==> config.mk <==
export PLATFORM = sky130hd
export DESIGN_NAME = stable_rank_sorter
export DESIGN_NICKNAME = d
export VERILOG_FILES = /design/src/rtl/rank_sorter_pkg.sv /design/src/rtl/rsort_keybank.sv /design/src/rtl/rsort_lane.sv /design/src/rtl/rsort_ctrl.sv /design/src/rtl/stable_rank_sorter.sv
export SDC_FILE = /design/constraint.sdc
export NUM_CORES = 1
export LEC_CHECK = 0
export BUFFER_PORTS_ARGS = -buffer_cell sky130_fd_sc_hd__buf_2
export CORE_MARGIN = 8
export CORE_UTILIZATION = 34
export CTS_CLUSTER_DIAMETER = 100
export DETAILED_ROUTE_END_ITERATION = 16
export PLACE_DENSITY = 0.61
export SLEW_MARGIN = 25
export SYNTH_ARGS = -nofsm -noshare
export SYNTH_HDL_FRONTEND = slang
export SYNTH_HIERARCHICAL = 1
export SYNTH_SLANG_ARGS = --single-unit
==> constraint.sdc <==
create_clock -name clk -period 7 [get_ports clk]
set_input_delay 0.35 -clock clk [delete_from_list [all_inputs] [get_ports clk]]
set_output_delay 0.35 -clock clk [all_outputs]
set_load 0.02 [all_outputs]
==> src/rtl/rank_sorter_pkg.sv <==
package rank_sorter_pkg;

   // Sequencer phases of one sort run
   typedef enum logic [2:0] {
      ST_IDLE = 3'd0,
      ST_LOAD = 3'd1,
      ST_SCAN = 3'd2,
      ST_EMIT = 3'd3,
      ST_FIN  = 3'd4
   } sort_state_t;

   // Number of scan steps for a list length and scan variant
   function automatic int scan_steps(input int n, input int split);
      return (split != 0) ? (n + 1) / 2 : n;
   endfunction

endpackage

==> src/rtl/rsort_keybank.sv <==
module rsort_keybank #(
   parameter int N     = 8,
   parameter int KEY_W = 16,
   parameter int IDX_W = 3
) (
   input  logic                        clk,
   input  logic                        rst_n,
   input  logic                        wr_en,
   input  logic [IDX_W-1:0]            wr_idx,
   input  logic [KEY_W-1:0]            wr_key,
   output logic [N-1:0][KEY_W-1:0]     keys
);

   // One register per list position, each with its own decoded write enable
   for (genvar e = 0; e < N; e++) begin : g_entry
      localparam logic [IDX_W-1:0] SLOT = IDX_W'(e);
      logic [KEY_W-1:0] slot_q;

      always_ff @(posedge clk or negedge rst_n) begin
         if (!rst_n) begin
            slot_q <= '0;
         end else if (wr_en && (wr_idx == SLOT)) begin
            slot_q <= wr_key;
         end
      end

      assign keys[e] = slot_q;
   end

endmodule

==> src/rtl/rsort_lane.sv <==
module rsort_lane #(
   parameter int KEY_W = 16,
   parameter int IDX_W = 3,
   parameter int CNT_W = 3,
   parameter int POS   = 0,
   parameter int SPLIT = 0
) (
   input  logic               clk,
   input  logic               rst_n,
   input  logic               clr,
   input  logic               en,
   input  logic [KEY_W-1:0]   own_key,
   input  logic [KEY_W-1:0]   key_a,
   input  logic [IDX_W-1:0]   idx_a,
   input  logic [KEY_W-1:0]   key_b,
   input  logic [IDX_W:0]     idx_b,
   input  logic               b_valid,
   output logic [CNT_W-1:0]   rank
);

   localparam logic [IDX_W:0] MY_POS = (IDX_W+1)'(POS);

   // A scanned key precedes this lane when it is smaller, or equal and earlier
   logic hit_a;
   assign hit_a = (key_a < own_key) ||
                  ((key_a == own_key) && ({1'b0, idx_a} < MY_POS));

   logic [CNT_W-1:0] cnt_a_q;

   always_ff @(posedge clk or negedge rst_n) begin
      if (!rst_n) begin
         cnt_a_q <= '0;
      end else if (clr) begin
         cnt_a_q <= '0;
      end else if (en && hit_a) begin
         cnt_a_q <= cnt_a_q + CNT_W'(1);
      end
   end

   if (SPLIT != 0) begin : g_two_half
      logic             hit_b;
      logic [CNT_W-1:0] cnt_b_q;

      assign hit_b = b_valid &&
                     ((key_b < own_key) ||
                      ((key_b == own_key) && (idx_b < MY_POS)));

      always_ff @(posedge clk or negedge rst_n) begin
         if (!rst_n) begin
            cnt_b_q <= '0;
         end else if (clr) begin
            cnt_b_q <= '0;
         end else if (en && hit_b) begin
            cnt_b_q <= cnt_b_q + CNT_W'(1);
         end
      end

      // Partial counts of the two halves combine into the final index
      assign rank = cnt_a_q + cnt_b_q;
   end else begin : g_one_scan
      logic unused_b;
      assign unused_b = ^{key_b, idx_b, b_valid};
      assign rank     = cnt_a_q;
   end

endmodule

==> src/rtl/rsort_ctrl.sv <==
module rsort_ctrl
   import rank_sorter_pkg::*;
#(
   parameter int N        = 8,
   parameter int SCAN_LEN = 8,
   parameter int IDX_W    = 3
) (
   input  logic              clk,
   input  logic              rst_n,
   input  logic              start,
   input  logic              key_valid,
   output logic              clr,
   output logic              wr_en,
   output logic [IDX_W-1:0]  wr_idx,
   output logic              scan_en,
   output logic [IDX_W-1:0]  scan_idx,
   output logic              emit_valid,
   output logic [IDX_W-1:0]  emit_idx,
   output logic              emit_last,
   output logic              done,
   output logic              busy
);

   localparam logic [IDX_W-1:0] LAST_POS  = IDX_W'(N - 1);
   localparam logic [IDX_W-1:0] LAST_STEP = IDX_W'(SCAN_LEN - 1);

   sort_state_t      state_q;
   logic [IDX_W-1:0] ld_q;
   logic [IDX_W-1:0] sc_q;
   logic [IDX_W-1:0] em_q;

   always_ff @(posedge clk or negedge rst_n) begin
      if (!rst_n) begin
         state_q <= ST_IDLE;
         ld_q    <= '0;
         sc_q    <= '0;
         em_q    <= '0;
      end else begin
         case (state_q)
            ST_IDLE: begin
               if (start) begin
                  state_q <= ST_LOAD;
                  ld_q    <= '0;
               end
            end
            ST_LOAD: begin
               if (key_valid) begin
                  if (ld_q == LAST_POS) begin
                     state_q <= ST_SCAN;
                     sc_q    <= '0;
                  end else begin
                     ld_q <= ld_q + IDX_W'(1);
                  end
               end
            end
            ST_SCAN: begin
               if (sc_q == LAST_STEP) begin
                  state_q <= ST_EMIT;
                  em_q    <= '0;
               end else begin
                  sc_q <= sc_q + IDX_W'(1);
               end
            end
            ST_EMIT: begin
               if (em_q == LAST_POS) begin
                  state_q <= ST_FIN;
               end else begin
                  em_q <= em_q + IDX_W'(1);
               end
            end
            default: state_q <= ST_IDLE;
         endcase
      end
   end

   assign clr        = (state_q == ST_IDLE) && start;
   assign wr_en      = (state_q == ST_LOAD) && key_valid;
   assign wr_idx     = ld_q;
   assign scan_en    = (state_q == ST_SCAN);
   assign scan_idx   = sc_q;
   assign emit_valid = (state_q == ST_EMIT);
   assign emit_idx   = em_q;
   assign emit_last  = (state_q == ST_EMIT) && (em_q == LAST_POS);
   assign done       = (state_q == ST_FIN);
   assign busy       = (state_q != ST_IDLE);

endmodule

==> src/rtl/stable_rank_sorter.sv <==
module stable_rank_sorter
   import rank_sorter_pkg::*;
#(
   parameter int   N      = 8,
   parameter int   KEY_W  = 16,
   parameter int   SPLIT  = 0,
   localparam int  RANK_W = $clog2(N)
) (
   input  logic               clk,
   input  logic               rst_n,
   input  logic               start,
   input  logic               key_valid,
   input  logic [KEY_W-1:0]   key_in,
   output logic               busy,
   output logic               rank_valid,
   output logic [RANK_W-1:0]  rank_out,
   output logic               rank_last,
   output logic               done
);

   localparam int IDX_W    = RANK_W;
   localparam int SCAN_LEN = scan_steps(N, SPLIT);

   // Elaboration-time parameter checks
   if (N < 3 || N > 64) begin : g_bad_len
      $error("stable_rank_sorter: N must lie in 3..64");
   end
   if (KEY_W < 1) begin : g_bad_key
      $error("stable_rank_sorter: KEY_W must be positive");
   end
   if (SPLIT != 0 && SPLIT != 1) begin : g_bad_split
      $error("stable_rank_sorter: SPLIT must be 0 or 1");
   end

   logic                       clr;
   logic                       wr_en;
   logic [IDX_W-1:0]           wr_idx;
   logic                       scan_en;
   logic [IDX_W-1:0]           scan_idx;
   logic [IDX_W-1:0]           emit_idx;
   logic [N-1:0][KEY_W-1:0]    keys;
   logic [N-1:0][RANK_W-1:0]   ranks;

   rsort_ctrl #(
      .N        (N),
      .SCAN_LEN (SCAN_LEN),
      .IDX_W    (IDX_W)
   ) u_ctrl (
      .clk        (clk),
      .rst_n      (rst_n),
      .start      (start),
      .key_valid  (key_valid),
      .clr        (clr),
      .wr_en      (wr_en),
      .wr_idx     (wr_idx),
      .scan_en    (scan_en),
      .scan_idx   (scan_idx),
      .emit_valid (rank_valid),
      .emit_idx   (emit_idx),
      .emit_last  (rank_last),
      .done       (done),
      .busy       (busy)
   );

   rsort_keybank #(
      .N     (N),
      .KEY_W (KEY_W),
      .IDX_W (IDX_W)
   ) u_bank (
      .clk    (clk),
      .rst_n  (rst_n),
      .wr_en  (wr_en),
      .wr_idx (wr_idx),
      .wr_key (key_in),
      .keys   (keys)
   );

   // Broadcast of the scanned key(s) to every lane
   logic [KEY_W-1:0] key_a;
   logic [IDX_W:0]   idx_b;
   logic             b_valid;
   logic [KEY_W-1:0] key_b;

   assign key_a = keys[scan_idx];

   if (SPLIT != 0) begin : g_half_src
      assign idx_b   = {1'b0, scan_idx} + (IDX_W+1)'(SCAN_LEN);
      assign b_valid = (idx_b < (IDX_W+1)'(N));
      assign key_b   = b_valid ? keys[idx_b[IDX_W-1:0]] : '0;
   end else begin : g_no_half
      assign idx_b   = '0;
      assign b_valid = 1'b0;
      assign key_b   = '0;
   end

   for (genvar i = 0; i < N; i++) begin : g_lane
      rsort_lane #(
         .KEY_W (KEY_W),
         .IDX_W (IDX_W),
         .CNT_W (RANK_W),
         .POS   (i),
         .SPLIT (SPLIT)
      ) u_lane (
         .clk     (clk),
         .rst_n   (rst_n),
         .clr     (clr),
         .en      (scan_en),
         .own_key (keys[i]),
         .key_a   (key_a),
         .idx_a   (scan_idx),
         .key_b   (key_b),
         .idx_b   (idx_b),
         .b_valid (b_valid),
         .rank    (ranks[i])
      );
   end

   assign rank_out = ranks[emit_idx];

endmodule

# ---- Word level (Yosys, flattened, before mapping)
# Index checks and enable logic that the tools add are counted.
dict set report totals {
  inputBits 20
  out_inout_bits 7
  elab_cells 164
  reg_bits 164
}
dict set report op_classes {
  eq_ne 28
  magnitude_cmp 17
  n_mux 37
  reduce_logical 51
  addsub 11
}
# op n
set op_table {}
lappend op_table {{less-than comparator 16 bit} 8}
lappend op_table {{== test 16 bit} 7}
lappend op_table {{two-way mux 3 bit} 30}
lappend op_table {{binary-select mux 16 bit (select 3 bit)} 1}
lappend op_table {{adder 3 x 1 -> 3 bit, second input constant} 11}
lappend op_table {{logical AND 1 bit} 26}
lappend op_table {{nonzero test 2 bit} 11}
lappend op_table {{== test 3 bit, second input constant} 7}
lappend op_table {{one-hot mux 3 bit (2 select lines)} 3}
lappend op_table {{two-way mux 16 bit} 1}
lappend op_table {{== test 3 x 2 -> 1 bit, second input constant} 4}
lappend op_table {{less-than comparator 3 bit, second input constant} 4}
lappend op_table {{!= test 2 bit, second input constant} 6}
lappend op_table {{one-hot mux 3 bit (4 select lines)} 1}
lappend op_table {{binary-select mux 3 bit (select 3 bit)} 1}
lappend op_table {{less-than comparator 3 x 4 -> 1 bit, second input constant} 2}
lappend op_table {{AND reduction 4 bit} 2}
lappend op_table {{logical OR 1 bit} 7}
lappend op_table {{== test 3 x 1 -> 1 bit, second input constant} 2}
lappend op_table {{logical NOT 3 bit} 2}
lappend op_table {{less-than comparator 3 x 2 -> 1 bit, second input constant} 2}
lappend op_table {{AND reduction 5 bit} 1}
lappend op_table {{!= test 2 x 1 -> 1 bit, second input constant} 2}
lappend op_table {{less-than comparator 3 x 1 -> 1 bit, second input constant} 1}
lappend op_table {{2 further kinds} 2}

# ---- Depth between registers and ports, before layout
dict set report depth {
  ltp_word 8
  depth_mapped 12
  mapped_depth_nobuf 10
}

# ---- By module
# Netlist, hierarchy kept.
# module n_inst cells_per_inst area_each_um2 seq_area_each_um2
set modules_own_cells {}
lappend modules_own_cells {rsort_keybank 1 279 4914.7 3203.1}
lappend modules_own_cells {stable_rank_sorter 1 68 1248.7 0.0}
lappend modules_own_cells {rsort_ctrl 1 74 769.5 300.3}
lappend modules_own_cells {{rsort_lane at g_lane[2].u_lane} 1 79 665.6 75.1}
lappend modules_own_cells {{rsort_lane at g_lane[4].u_lane} 1 81 644.4 75.1}
lappend modules_own_cells {{rsort_lane at g_lane[6].u_lane} 1 79 638.1 75.1}
lappend modules_own_cells {{rsort_lane at g_lane[1].u_lane} 1 77 633.1 75.1}
lappend modules_own_cells {{rsort_lane at g_lane[5].u_lane} 1 80 618.1 75.1}
lappend modules_own_cells {{rsort_lane at g_lane[7].u_lane} 1 76 614.3 75.1}
lappend modules_own_cells {{rsort_lane at g_lane[3].u_lane} 1 79 608.1 75.1}
lappend modules_own_cells {{rsort_lane at g_lane[0].u_lane} 1 68 596.8 75.1}

# ---- Least setup slack after synthesis
# Ideal clock, no wire load.
dict set report synth_path {
  path_type {reg-to-reg}
  from {register u_ctrl.sc_q[0] (netlist: u_ctrl/scan_idx[0])}
  to {register g_lane[4].u_lane.cnt_a_q[0]}
  setup_time_ns 0.125
  required_ns 6.875
  arrival_time_ns 3.144
  slack_ns 3.730
  n_path_buf 2
  stages_incl_launch_ff 11
  cell_sequence {dfrtp_1 > buf_6 > buf_6 > mux4_1 > mux2_2 > ha_1 > nand4_2 > or3_1 > and4_4 > a32o_2 > mux2_4}
}
dict set report synth_via {
  elab_chain_cells 7
  word_cells_on_any_way 9
  cone_classes {2 x order compare; 1 x eq/ne; 2 x mux; 4 x reduce/logical}
}
# item line_no
set synth_lines {}
lappend synth_lines {{from (decl)} rsort_ctrl.sv:29} ;# logic [IDX_W-1:0] sc_q;
lappend synth_lines {{from (signal assigned)} rsort_ctrl.sv:61} ;# sc_q <= sc_q + IDX_W'(1);
lappend synth_lines {{binary-select mux 16 bit (select 3 bit) (*)} stable_rank_sorter.sv:84} ;# assign key_a = keys[scan_idx];
lappend synth_lines {{two-way mux 16 bit (implied by the code) (*)} stable_rank_sorter.sv:84}
lappend synth_lines {{via key_a[14]} stable_rank_sorter.sv:79} ;# logic [KEY_W-1:0] key_a;
lappend synth_lines {{branches (longest 2 deep; another with less-than comparator 16 bit)} -}
lappend synth_lines {{logical OR 1 bit (*)} rsort_lane.sv:25} ;# assign hit_a = (key_a < own_key) ||
lappend synth_lines {{logical AND 1 bit (*)} rsort_lane.sv:35} ;# end else if (en && hit_a) begin
lappend synth_lines {{nonzero test 2 bit (no line) (*)} -}
lappend synth_lines {{to (signal assigned)} rsort_lane.sv:36} ;# cnt_a_q <= cnt_a_q + CNT_W'(1);
lappend synth_lines {{to (decl)} rsort_lane.sv:28} ;# logic [CNT_W-1:0] cnt_a_q;
# Mark *: on every way through the listed nets, which the timed path passes. The select of a mux whose other input is x is not followed.
# A chain may end at the register's enable or synchronous reset.

# ---- Worst setup path after layout
dict set report layout_path {
  from {register u_ctrl.sc_q[0] (netlist: u_ctrl/scan_idx[0])}
  to {register g_lane[3].u_lane.cnt_a_q[0]}
}
dict set report layout_via {
  elab_chain_cells 7
  word_cells_on_any_way 9
  cone_classes {2 x order compare; 1 x eq/ne; 2 x mux; 4 x reduce/logical}
}
# item line_no
set layout_lines {}
lappend layout_lines {{binary-select mux 16 bit (select 3 bit) (*)} stable_rank_sorter.sv:84}
lappend layout_lines {{two-way mux 16 bit (implied by the code) (*)} stable_rank_sorter.sv:84}
lappend layout_lines {{via key_a[7]} stable_rank_sorter.sv:79}
lappend layout_lines {{branches (longest 2 deep; another with less-than comparator 16 bit)} -}
lappend layout_lines {{logical OR 1 bit (*)} rsort_lane.sv:25}
lappend layout_lines {{logical AND 1 bit (*)} rsort_lane.sv:35}
lappend layout_lines {{nonzero test 2 bit (no line) (*)} -}
lappend layout_lines {{to (signal assigned)} rsort_lane.sv:36}
lappend layout_lines {{to (decl)} rsort_lane.sv:28}
# Marks and branches as above.

==> impl_results.html <==
<table>
<tr><th>Metric</th><th>Value</th></tr>
<tr><th colspan="2">Outcome</th></tr>
<tr><td>Run status</td><td>finished, final reports clean</td></tr>
<tr><th colspan="2">Layout</th></tr>
<tr><td>Number of nets in the layout</td><td>1228</td></tr>
<tr><td>Post-synthesis to final-layout area growth</td><td>10.4%</td></tr>
<tr><td>Count of antenna diodes in the layout</td><td>0</td></tr>
<tr><td>Number of inserted filler cells in the final layout</td><td>3426</td></tr>
<tr><td>Proportion of layout cells with a drive suffix above 1</td><td>0.274</td></tr>
<tr><th colspan="2">GRT</th></tr>
<tr><td>Vias in the first global route</td><td>8271</td></tr>
<tr><td>Pin count of the biggest net entering global routing</td><td>63</td></tr>
<tr><td>Initial antenna violation count</td><td>0</td></tr>
<tr><td>GRT Util Overall</td><td>0.156</td></tr>
<tr><td>Final global-route overflow total</td><td>0</td></tr>
<tr><td>Global-route wire length before repair</td><td>50000 um</td></tr>
<tr><th colspan="2">Clock network</th></tr>
<tr><td>Total clock buffers created by CTS</td><td>17</td></tr>
<tr><td>Clock tree from TritonCTS</td><td>done</td></tr>
<tr><td>Maximum root-to-sink buffer count</td><td>2</td></tr>
<tr><td>Clock Sinks</td><td>164</td></tr>
<tr><td>Number of buffers inserted for hold repair after clock tree synthesis</td><td>1</td></tr>
<tr><td>CTS Root Buffer Type</td><td>clkbuf_16</td></tr>
<tr><td>Postcts setup bufs</td><td>0</td></tr>
<tr><td>Insertion delay of the later-clocked pin in the worst-skew pair</td><td>0.44 ns</td></tr>
<tr><td># H-tree levels</td><td>4</td></tr>
<tr><td>Total of cells resized after clock tree synthesis</td><td>0</td></tr>
<tr><td>Post-CTS clock slew at the launch and capture registers of the worst setup and hold paths</td><td>0.07 ns</td></tr>
<tr><th colspan="2">STA</th></tr>
<tr><td>Max-slew violation total from the final report</td><td>0</td></tr>
<tr><td>RSZ-0062 raised after global routing</td><td>no</td></tr>
<tr><td>Final Setup Violations</td><td>0</td></tr>
<tr><td>Relative max-transition margin</td><td>0.307</td></tr>
<tr><td>Final Hold Fails</td><td>0</td></tr>
<tr><td>Maximum clock skew at final layout</td><td>0.0107 ns</td></tr>
<tr><td>Clock period minus final worst setup slack</td><td>3.92 ns</td></tr>
<tr><td>Maximum operating frequency</td><td>255 MHz</td></tr>
<tr><td>Worst Max-Slew Pin Slew</td><td>1.04 ns</td></tr>
<tr><td>Aggregate negative setup slack</td><td>0 ns</td></tr>
<tr><td>Final clock period utilization by the worst path</td><td>0.560</td></tr>
<tr><th colspan="2">Die</th></tr>
<tr><td>Area of the placeable core</td><td>34500 um2</td></tr>
<tr><td>Floorplan row count</td><td>68</td></tr>
<tr><td>Area of the die</td><td>41400 um2</td></tr>
<tr><td>Die outline width</td><td>203 um</td></tr>
<tr><td>Number of I/O pins</td><td>27</td></tr>
<tr><td>Die H</td><td>203 um</td></tr>
<tr><td>Starting utilization of the core area</td><td>0.346</td></tr>
<tr><th colspan="2">Placed design</th></tr>
<tr><td>Placer Congestion</td><td>0.877</td></tr>
<tr><td>DP Wirelength</td><td>23000 um</td></tr>
<tr><td>Quantity of I/O buffers inserted on ports</td><td>26</td></tr>
<tr><th colspan="2">Route</th></tr>
<tr><td>Initial DRC count</td><td>452</td></tr>
<tr><td>Number of vias per cell</td><td>5.26</td></tr>
<tr><td>Number of DRC violations after detailed routing</td><td>0</td></tr>
<tr><td>Wire length reported by the detailed router</td><td>31200 um</td></tr>
<tr><td>Antenna-violating nets left</td><td>0</td></tr>
<tr><td>Routed WL per cell</td><td>20.3 um</td></tr>
<tr><td>Vias</td><td>8072</td></tr>
<tr><td>First-pass detailed-route iteration total</td><td>5</td></tr>
<tr><th colspan="2">Synth</th></tr>
<tr><td>Netlist area before placement</td><td>11900 um2</td></tr>
<tr><td>Number of cells produced by synthesis</td><td>1039</td></tr>
<tr><td>Net count after synthesis</td><td>1200</td></tr>
<tr><td>Synth Warn #</td><td>6</td></tr>
<tr><td>Average size of a mapped cell</td><td>11.5 um2</td></tr>
<tr><th colspan="2">Critical path</th></tr>
<tr><td>Crit-path max FO</td><td>21</td></tr>
<tr><td>Setup Crit Path Kind</td><td>register to register</td></tr>
<tr><td>Req. time, crit path</td><td>7.32 ns</td></tr>
<tr><td>Critical path endpoint category</td><td>register</td></tr>
<tr><td>Critical Path AT</td><td>4.24 ns</td></tr>
<tr><td>R2R Setup Slk</td><td>3.08 ns</td></tr>
<tr><td>Crit path launch type</td><td>register</td></tr>
<tr><th colspan="2">Job</th></tr>
<tr><td># Max-Cap Violations</td><td>0</td></tr>
<tr><th colspan="2">Min path</th></tr>
<tr><td>Hold Crit Class</td><td>input pin to register</td></tr>
</table>
==> path summary, 6_finish.rpt <==
kind                                        startpoint                            to  cells after the start
hold / removal                                   start              u_ctrl/wr_idx[0]                      4
hold reg to reg            u_bank/g_entry[1].slot_q[6]   u_bank/g_entry[1].slot_q[6]                      1
setup reg to reg                    u_ctrl/scan_idx[0]      g_lane[3].u_lane/rank[0]                      9
max in group asynchronous                        rst_n  u_bank/g_entry[7].slot_q[13]                      3
min in group asynchronous                        rst_n   u_bank/g_entry[0].slot_q[7]                      2
setup / recovery                    u_ctrl/scan_idx[0]      g_lane[3].u_lane/rank[0]                      9
==> metal layers <==
layer / global-route usage / vias to the layer above / wire length (um)
met3: 0.0260 / 37 / 1030
met5: 0 / - / 0
met2: 0.248 / 145 / 14600
li1: - / 3854 / -
met4: 0.0539 / 0 / 746
met1: 0.212 / 4036 / 14800
==> final cells by class <==
class | instances | area, um2 | area share
Multi-Input combinational cell | 699 | 7140 | 0.541
Sequential cell | 164 | 4110 | 0.311
Tap cell | 455 | 569 | 0.0432
Inverter | 147 | 552 | 0.0418
Clock buffer | 22 | 474 | 0.0359
Timing Repair Buffer | 38 | 229 | 0.0174
Clock inverter | 10 | 123 | 0.00929
==> critical path, stage by stage (launching register included) <==
cell and delay, ns:
dfrtp_2 0.74, buf_4 0.46, mux4_1 0.61, mux2_2 0.38, ha_1 0.34, a21oi_1 0.17
o21ai_0 0.11, a22oi_1 0.43, a22o_2 0.26, mux2_4 0.30
==> per-stage QoR <==
step / util / cell area, um2 / setup slack, ns / hold WS, ns / cells
floorplan: - / 11900 / 3.73 / 0.0544 / 1039
finish: 0.382 / 13200 / 3.08 / 0.224 / 1535
global route: 0.382 / 13200 / 2.91 / 0.233 / 1535
global placement: 0.364 / 12600 / 3.23 / 0.345 / 1502
CTS: 0.381 / 13200 / 3.11 / 0.202 / 1535
detailed placement: 0.364 / 12600 / 3.15 / 0.348 / 1502
==> cell usage in the layout, fill, tap and decap left out, types with 5 or more instances in the layout <==
master	n
dfrtp_1	163
inv_1	147
ha_1	141
mux2_2	139
a21oi_1	58
nand2_1	55
mux4_1	28
buf_2	25
nor2_1	24
o21ai_0	24
mux2_4	19
clkbuf_16	17
nand4_1	17
nand2b_1	16
nor2b_1	15
buf_4	11
mux4_2	10
nand3_1	10
nand4_2	9
mux2i_1	9
nor3_1	7
or3_1	5
a22o_1	5
==> flip-flops by register name, indices dropped and copies added (netlist names) <==
register	cells
u_bank/g_entry.slot_q	128
g_lane.u_lane/rank	24
u_ctrl/emit_idx	3
u_ctrl/scan_idx	3
u_ctrl/state_q	3
u_ctrl/wr_idx	3
Power is left out: the tool's default activity adds up to more than one toggle a clock period on the data nets, which glitch-free logic cannot reach.
